--- src/rtl/eod_pkg.sv ---
package eod_pkg;

  typedef enum logic [1:0] {
    CUT_090 = 2'b00,
    CUT_100 = 2'b01,
    CUT_110 = 2'b10
  } cut_code_e;

  typedef enum logic {
    ST_ON  = 1'b0,
    ST_OFF = 1'b1
  } ctl_state_e;

  // Pin reading: 2'b10 tied high, 2'b01 floating, 2'b00 grounded.
  // The unused reading 2'b11 is treated as the middle level.
  function automatic cut_code_e decode_thr(input logic [1:0] pin);
    cut_code_e code;
    case (pin)
      2'b10:   code = CUT_110;
      2'b00:   code = CUT_090;
      default: code = CUT_100;
    endcase
    return code;
  endfunction

endpackage

--- src/rtl/eod_tick_gen.sv ---
module eod_tick_gen #(
  parameter int TICK_DIV = 50000
) (
  input  logic clk,
  input  logic rst,
  output logic tick
);
  localparam int TW = (TICK_DIV > 2) ? $clog2(TICK_DIV) : 1;
  localparam logic [TW-1:0] LAST = TW'(TICK_DIV - 1);

  logic [TW-1:0] cnt;

  always_ff @(posedge clk) begin
    if (rst) begin
      cnt  <= '0;
      tick <= 1'b0;
    end else if (cnt == LAST) begin
      cnt  <= '0;
      tick <= 1'b1;
    end else begin
      cnt  <= cnt + 1'b1;
      tick <= 1'b0;
    end
  end
endmodule

--- src/rtl/eod_cell_filter.sv ---
module eod_cell_filter #(
  parameter int TRIP_TICKS = 4
) (
  input  logic clk,
  input  logic rst,
  input  logic clr,
  input  logic tick,
  input  logic low,
  output logic tripped
);
  localparam int RW = $clog2(TRIP_TICKS + 1);
  localparam logic [RW-1:0] FULL = RW'(TRIP_TICKS);

  logic [RW-1:0] run;

  always_ff @(posedge clk) begin
    if (rst || clr) begin
      run <= '0;
    end else if (tick) begin
      if (low) begin
        if (run != FULL) run <= run + 1'b1;
      end else begin
        run <= '0;
      end
    end
  end

  assign tripped = (run == FULL);
endmodule

--- src/rtl/eod_thr_latch.sv ---
module eod_thr_latch
  import eod_pkg::*;
(
  input  logic       clk,
  input  logic       rst,
  input  logic       dc_ok,
  input  logic [1:0] thr_pin,
  output cut_code_e  code
);
  logic pend;
  logic dc_q;

  always_ff @(posedge clk) begin
    if (rst) begin
      code <= CUT_100;
      pend <= 1'b1;
      dc_q <= 1'b0;
    end else begin
      dc_q <= dc_ok;
      if (pend || (dc_ok && !dc_q)) begin
        code <= decode_thr(thr_pin);
        pend <= 1'b0;
      end
    end
  end
endmodule

--- src/rtl/eod_cutoff_fsm.sv ---
module eod_cutoff_fsm
  import eod_pkg::*;
(
  input  logic clk,
  input  logic rst,
  input  logic dc_ok,
  input  logic swapped,
  input  logic trip_any,
  output logic monitor,
  output logic load_en,
  output logic ext_drv,
  output logic standby_req
);
  ctl_state_e state, nxt;

  always_comb begin
    nxt = state;
    case (state)
      ST_ON:   if (!dc_ok && !swapped && trip_any) nxt = ST_OFF;
      ST_OFF:  if (dc_ok || swapped) nxt = ST_ON;
      default: nxt = ST_ON;
    endcase
  end

  assign monitor = (state == ST_ON) && !dc_ok && !swapped;

  always_ff @(posedge clk) begin
    if (rst) begin
      state       <= ST_ON;
      load_en     <= 1'b1;
      ext_drv     <= 1'b1;
      standby_req <= 1'b0;
    end else begin
      state       <= nxt;
      load_en     <= (nxt == ST_ON);
      ext_drv     <= (nxt == ST_ON);
      standby_req <= (nxt == ST_OFF);
    end
  end
endmodule

--- src/rtl/eod_cutoff_ctrl.sv ---
module eod_cutoff_ctrl
  import eod_pkg::*;
#(
  parameter int NCELL      = 4,
  parameter int TICK_DIV   = 50000,
  parameter int TRIP_TICKS = 4
) (
  input  logic             clk,
  input  logic             rst,
  input  logic             dc_ok,
  input  logic             cells_swapped,
  input  logic [NCELL-1:0] cell_low,
  input  logic             four_cell_mode,
  input  logic [1:0]       thr_pin,
  output logic             load_en,
  output logic             ext_drv,
  output logic             standby_req,
  output logic [1:0]       cut_code
);
  logic             tick;
  logic             monitor;
  logic [NCELL-1:0] tripped;
  cut_code_e        code;

  eod_tick_gen #(.TICK_DIV(TICK_DIV)) u_tick (
    .clk  (clk),
    .rst  (rst),
    .tick (tick)
  );

  for (genvar i = 0; i < NCELL; i++) begin : g_cell
    logic used;
    if (i == NCELL - 1) begin : g_last
      assign used = four_cell_mode;
    end else begin : g_fixed
      assign used = 1'b1;
    end

    eod_cell_filter #(.TRIP_TICKS(TRIP_TICKS)) u_filt (
      .clk     (clk),
      .rst     (rst),
      .clr     (!monitor),
      .tick    (tick),
      .low     (cell_low[i] && used),
      .tripped (tripped[i])
    );
  end

  eod_cutoff_fsm u_fsm (
    .clk         (clk),
    .rst         (rst),
    .dc_ok       (dc_ok),
    .swapped     (cells_swapped),
    .trip_any    (|tripped),
    .monitor     (monitor),
    .load_en     (load_en),
    .ext_drv     (ext_drv),
    .standby_req (standby_req)
  );

  eod_thr_latch u_thr (
    .clk     (clk),
    .rst     (rst),
    .dc_ok   (dc_ok),
    .thr_pin (thr_pin),
    .code    (code)
  );

  assign cut_code = code;
endmodule

--- config.mk ---
export PLATFORM = sky130hd
export DESIGN_NAME = eod_cutoff_ctrl
export DESIGN_NICKNAME = d
export VERILOG_FILES = /design/src/rtl/eod_pkg.sv /design/src/rtl/eod_tick_gen.sv /design/src/rtl/eod_cell_filter.sv /design/src/rtl/eod_thr_latch.sv /design/src/rtl/eod_cutoff_fsm.sv /design/src/rtl/eod_cutoff_ctrl.sv
export SDC_FILE = /design/constraint.sdc
export NUM_CORES = 1
export LEC_CHECK = 0
export BUFFER_PORTS_ARGS = -buffer_cell sky130_fd_sc_hd__buf_2
export CAP_MARGIN = 15
export CORE_UTILIZATION = 50
export CTS_CLUSTER_DIAMETER = 30
export DETAILED_ROUTE_END_ITERATION = 10
export PLACE_DENSITY = 0.69
export SYNTH_ARGS = -nofsm -noshare
export SYNTH_HDL_FRONTEND = slang
export SYNTH_SLANG_ARGS = --single-unit
export TNS_END_PERCENT = 20
--- constraint.sdc ---
create_clock -name clk -period 4.9 [get_ports clk]
set_clock_uncertainty 0.15 [all_clocks]
set_input_delay 0.98 -clock clk [delete_from_list [all_inputs] [get_ports clk]]
set_output_delay 0.98 -clock clk [all_outputs]
set_load 0.01 [all_outputs]
==> results of run 1 <==
==> path summary, 6_finish.rpt <==
kind                          start            end  slack [ns]
setup reg to reg      u_tick.cnt[0]  u_tick.cnt[4]        3.01
setup / recovery  u_fsm.standby_req    standby_req        2.92
hold / removal        u_tick.cnt[0]  u_tick.cnt[0]        0.30
hold reg to reg       u_tick.cnt[0]  u_tick.cnt[0]        0.30
==> state kept, by name, indices dropped and copies added, names as in the netlist <==
| signal | cells |
|---|---|
| g_cell.u_filt.run | 12 |
| u_thr.pend | 1 |
| u_tick.cnt | 16 |
| u_fsm.standby_req | 1 |
| u_fsm.load_en | 1 |
| u_tick.tick | 1 |
| u_thr.code | 2 |
| u_thr.dc_q | 1 |
==> cell families after synthesis <==
kind of cell / Yosys count / synth area share (%)
buf+inv: 20 / 5.52
simple gates: 79 / 26.5
mux: 1 / 0.630
fa+ha+maj: 9 / 7.09
compound gates: 28 / 10.1
flops: 35 / 44.1
xor+xnor: 11 / 6.07
==> cells in the final DEF (no fill, tap or decap), types with 2 or more instances in the layout <==
| cell | instances |
|---|---|
| xnor2_1 | 2 |
| and4_1 | 3 |
| and3_1 | 2 |
| nand2b_1 | 2 |
| nand3_1 | 7 |
| or3_1 | 3 |
| inv_1 | 12 |
| nand3b_1 | 2 |
| a211oi_1 | 4 |
| nor2_1 | 16 |
| nand2_1 | 20 |
| o21ai_0 | 6 |
| ha_1 | 9 |
| nand4_1 | 13 |
| a21oi_1 | 15 |
| nor4bb_1 | 2 |
| and2_1 | 2 |
| dfxtp_1 | 35 |
| buf_2 | 15 |
| clkbuf_4 | 5 |
| nor2b_1 | 2 |
| xor2_1 | 9 |
==> power groups by stage <==
| stage | sequential [mW] | clock [mW] | combinational [mW] |
|---|---|---|---|
| floorplan | 0.297 | 0 | 0.0115 |
| detailed placement | 0.297 | 0 | 0.0208 |
| CTS | 0.291 | 0.212 | 0.0209 |
| finish | 0.290 | 0.205 | 0.0206 |
| global placement | 0.297 | 0 | 0.0197 |
| global route | 0.291 | 0.222 | 0.0236 |
==> stage by stage <==
step / utilization [%] / hold slack (ns)
2_1_floorplan: - / 0.263
3_3_place_gp: 55.3 / 0.274
3_5_place_dp: 55.3 / 0.296
4_1_cts: 58.0 / 0.311
5_1_grt: 58.0 / 0.321
6_report: 58.0 / 0.302
==> cell type report <==
cell class / count / area, sq um
Fill cell: 277 / 1270
Multi-Input combinational cell: 128 / 800
Sequential cell: 35 / 701
Timing Repair Buffer: 15 / 75.1
Tap cell: 44 / 55.1
Inverter: 12 / 45.0
Clock inverter: 3 / 43.8
Clock buffer: 5 / 37.5
==> layer usage <==
metal,routed length [um],vias to the layer above,GRT usage [%],part of all wire [%]
met5,0,-,0,0
met4,74,0,10.5,2.5
met3,129,9,4.84,4.3
met2,1560,31,36.5,52
met1,1210,595,21.3,41
li1,-,664,-,-
==> Yosys cell counts, types with 2 or more instances <==
library cell / instances / share of area [%]
dfxtp_1: 35 / 44
nand2_1: 20 / 4.7
nor2_1: 16 / 3.8
a21oi_1: 15 / 4.7
nand4_1: 13 / 5.1
inv_1: 12 / 2.8
ha_1: 9 / 7.1
xor2_1: 9 / 5.0
nand3_1: 7 / 2.2
o21ai_0: 6 / 1.9
a211oi_1: 4 / 1.9
clkbuf_1: 4 / 0.95
and4_1: 3 / 1.7
or3_1: 3 / 1.2
and2_1: 2 / 0.79
and3_1: 2 / 0.79
nand2b_1: 2 / 0.79
nand3b_1: 2 / 0.95
nor2b_1: 2 / 0.79
nor4bb_1: 2 / 1.3
xnor2_1: 2 / 1.1
==> results.json, run 1 <==
{
  "die_w_um": 58.4,
  "grt_usage_pct": 20.0,
  "power_per_cell_area_nw_per_um2": 294,
  "cts_buffers": 5,
  "vias": 1299,
  "cts.reportedPaths.clkPinSlew_ns": 0.11,
  "cts_buffer_depth": 2,
  "status": "completed",
  "dp_hpwl_um": 2200,
  "route.detailed.drc": 0,
  "cts_root_buf": "clkbuf_4",
  "cap_viol_max_count": 0,
  "synth-main-ff-cell": "dfxtp_1",
  "diodes": 0,
  "power_mw": 0.517,
  "netlist_instances": 183,
  "grt.overflow.total": 0,
  "async_flop_share_pct": 0,
  "syn-num-nets": 203,
  "p_sw_share_pct": 21.8,
  "drv_slew": 0,
  "hold_buffers": 0,
  "post_cts_buffers": 0,
  "worstPathRequired_ns": 3.77,
  "fin_crit_ns": 1.98,
  "synth_edf_count": 0,
  "clock_latency_ns": 0.34,
  "max_stage_delay_ns": 0.37,
  "totalWireLength_um": 2970,
  "cts_sinks": 35,
  "place_area_sq_um": 1680,
  "ant_nets": 0,
  "hold_class": "flip-flop to flip-flop",
  "initial_core_util_pct": 52.4,
  "yosys_warnings": 0,
  "dieArea_sq_um": 3400,
  "grt_pass1_wl_um": 5130,
  "leakage_nw": 0.665,
  "path_buf_inv": 1,
  "holdPathStages": 1,
  "crit_arrival_ns": 0.85,
  "hold_violations": 0,
  "portBuffers": 15,
  "syn_area_sq_um": 1590,
  "crit_path_start_kind": "flip-flop",
  "cp_slowest_cell": "dfxtp_1",
  "finalSetupViolations": 0,
  "crit_cells": 1,
  "syn_to_final_growth_pct": 10.6,
  "stdcell_count": 242,
  "period_share_pct": 40.4,
  "cp_top_family": "flip-flops",
  "timing.fmax_ghz": 0.506,
  "drtIter0Drc": 60,
  "dr.pass1.iters": 4,
  "dp_slack_ns": 2.73,
  "layout.nets": 217,
  "p_int_mw": 0.404,
  "rsz0062_at_grt": "false",
  "cts_tree": "built",
  "design_area_sq_um": 1760,
  "power_frac_seq_pct": 56.2,
  "crit_path_end_kind": "primary output",
  "coreArea_sq_um": 3030,
  "cts_htree_levels": 2,
  "ys_seq_area_share_pct": 44.1,
  "tightest_slew_ns": 0.608,
  "avgRoutedWirePerCell_um": 12.3,
  "routed_via_density": 5.37,
  "max_slew_margin_pct": 59.4,
  "crit_fanout": 3,
  "grt_max_degree": 20,
  "fin_ws_ns": 2.92,
  "ys_ff_latch": 35,
  "grt_pass1_vias": 1269,
  "fp.dieH_um": 58.4,
  "dpl.cell_count": 234,
  "pwr-share-clk_pct": 39.8,
  "num_rows": 20,
  "ff2ff_path_depth": 5,
  "worstSetupPathType": "flip-flop to primary output",
  "synth.distinct_cells": 34,
  "vdd_drop_max_uv": 225,
  "switchingPower_mw": 0.113,
  "layout-drive-gt1-share_pct": 13.6,
  "p_comb_share_pct": 4.0,
  "antenna_found_initial": 0,
  "crit_path_cell_trace": "buf_2",
  "cts_resized": 0,
  "tns_ns": 0,
  "gp_congestion": 0.719,
  "ios": 16,
  "avgSynthCellArea_sq_um": 8.68
}
(Power assumes the default switching activity.)
==> inputs of run 2 (changes only) <==
==> constraint.sdc (replaced) <==
create_clock -name clk -period 1.9 [get_ports clk]
set_clock_uncertainty 0.15 [all_clocks]
set_input_delay 0.38 -clock clk [delete_from_list [all_inputs] [get_ports clk]]
set_output_delay 0.38 -clock clk [all_outputs]
set_load 0.01 [all_outputs]
==> run 2 against run 1 <==
Against the previous run: flip-flop and latch count unchanged; sequential share of layout area shrank 0.62 points; count of clock-buffer cells in the layout grew 1; wire length is 1.8% lower; largest power group unchanged; register-to-register slack worse by 2.8 ns; critical path type is now flip-flop to flip-flop; global-route usage shrank 0.51 points.
==> results.json, run 2 (synthesized netlist as in run 1, its figures left out) <==
{
  "status": "completed",
  "regArea_sq_um": 701,
  "initial_core_util_pct": 52.4,
  "syn_to_final_growth_pct": 12.4,
  "nFillCells": 275,
  "grt_max_degree": 16,
  "leakage_nw": 0.683,
  "wl_met2_um": 1440,
  "power_frac_seq_pct": 55.0,
  "ios": 16,
  "p_int_mw": 1.08,
  "final_common_cell": "dfxtp_1",
  "dr.pass1.iters": 4,
  "cts_sinks": 35,
  "layout_common_cells": "dfxtp_1, nand2_1, nor2_1, a21oi_1, buf_2",
  "largest_reg_flops": 16,
  "timing.fmax_ghz": 0.601,
  "worstSetupPathType": "flip-flop to flip-flop",
  "layout-drive-gt1-share_pct": 14.9,
  "cts_resized": 0,
  "crit_fanout": 9,
  "tns_ns": 0,
  "largest-register": "u_tick.cnt",
  "cts_buffer_depth": 2,
  "dieArea_sq_um": 3400,
  "rsz0062_at_grt": "false",
  "cts_htree_levels": 2,
  "die_w_um": 58.4,
  "diodes": 0,
  "cts.reportedPaths.clkPinSlew_ns": 0.11,
  "vdd_drop_max_uv": 484,
  "finalSetupViolations": 0,
  "tightest_slew_ns": 0.500,
  "vias": 1311,
  "portBuffers": 15,
  "ant_nets": 0,
  "route.detailed.drc": 0,
  "cap_viol_max_count": 0,
  "grt_pass1_wl_um": 4970,
  "multiInputGateArea_sq_um": 800,
  "top_layer_used": "met4",
  "wl_met3_um": 96,
  "drv_slew": 0,
  "period_share_pct": 87.6,
  "hold_violations": 0,
  "post_cts_buffers": 0,
  "p_comb_share_pct": 4.1,
  "grt_usage_pct": 19.5,
  "gp_congestion": 0.771,
  "crit_path_end_kind": "flip-flop",
  "hold_class": "input pin to flip-flop",
  "pwr-share-clk_pct": 40.8,
  "dpl.cell_count": 237,
  "layout.nets": 220,
  "antenna_found_initial": 0,
  "routed_via_density": 5.35,
  "dp_hpwl_um": 2140,
  "wl_met1_um": 1320,
  "cts_buffers": 5,
  "hold_buffers": 0,
  "p_sw_share_pct": 20.8,
  "crit_arrival_ns": 1.78,
  "worstPathRequired_ns": 2.02,
  "coreArea_sq_um": 3030,
  "stdcell_count": 245,
  "cts_tree": "built",
  "max_slew_margin_pct": 66.7,
  "totalWireLength_um": 2920,
  "num_rows": 20,
  "fin_crit_ns": 1.66,
  "top_regs": "u_tick.cnt x16, g_cell.u_filt.run x12, u_thr.code x2",
  "avgRoutedWirePerCell_um": 11.9,
  "drtIter0Drc": 79,
  "switchingPower_mw": 0.282,
  "crit_path_start_kind": "flip-flop",
  "cts_root_buf": "clkbuf_4",
  "final_util_pct": 58.9,
  "grt.overflow.total": 0,
  "fp.dieH_um": 58.4,
  "clock_latency_ns": 0.34,
  "grt_pass1_vias": 1282,
  "power_per_cell_area_nw_per_um2": 763
}
[run 2: path summary, 6_finish.rpt]
kind                               startpoint             end  slack (ns)  cells after the start
worst min-delay path                    dc_ok      u_thr.dc_q        0.12                      2
worst max register to register  u_tick.cnt[2]  u_tick.cnt[15]        0.24                      4
worst max-delay path            u_tick.cnt[2]  u_tick.cnt[15]        0.24                      4
worst min register to register  u_tick.cnt[0]   u_tick.cnt[0]        0.30                      1
[run 2: area by class of cell]
cell class / count / area share (%)
Tap cell: 44 / 3.09
Clock inverter: 2 / 1.96
Multi-Input combinational cell: 128 / 44.8
Clock buffer: 6 / 2.88
Sequential cell: 35 / 39.3
Inverter: 12 / 2.52
Timing Repair Buffer: 18 / 5.47
[run 2: routing by layer]
metal | vias to the layer above | global-route usage (%)
li1 | 669 | -
met4 | 0 | 12.2
met3 | 8 | 4.84
met2 | 22 | 35.0
met1 | 612 | 20.3
met5 | - | 0
[run 2: power by group through the flow]
stage                     Sequential [mW]  Clock [mW]  Combinational, mW
final                               0.749       0.556             0.0563
after global routing                0.750       0.609             0.0631
after CTS                           0.749       0.570             0.0570
after detailed placement            0.766           0             0.0565
after global placement              0.765           0             0.0535
after floorplan                     0.766           0             0.0296
[run 2: stage by stage]
step | power (mW) | hold slack (ns) | cell area [sq um] | worst slack [ns]
after global routing | 1.42 | 0.131 | 1780 | 0.114
final | 1.36 | 0.125 | 1780 | 0.236
after detailed placement | 0.823 | 0.282 | 1700 | 0.240
after CTS | 1.38 | 0.116 | 1780 | 0.232
after floorplan | 0.796 | 0.263 | 1590 | 0.341
after global placement | 0.819 | 0.272 | 1700 | 0.288
[run 2: critical path, stage by stage (launching register included)]
cell     delay (ns)
dfxtp_1        0.41
and4_1         0.42
nand3_2        0.12
or3_1          0.35
a21oi_1        0.15
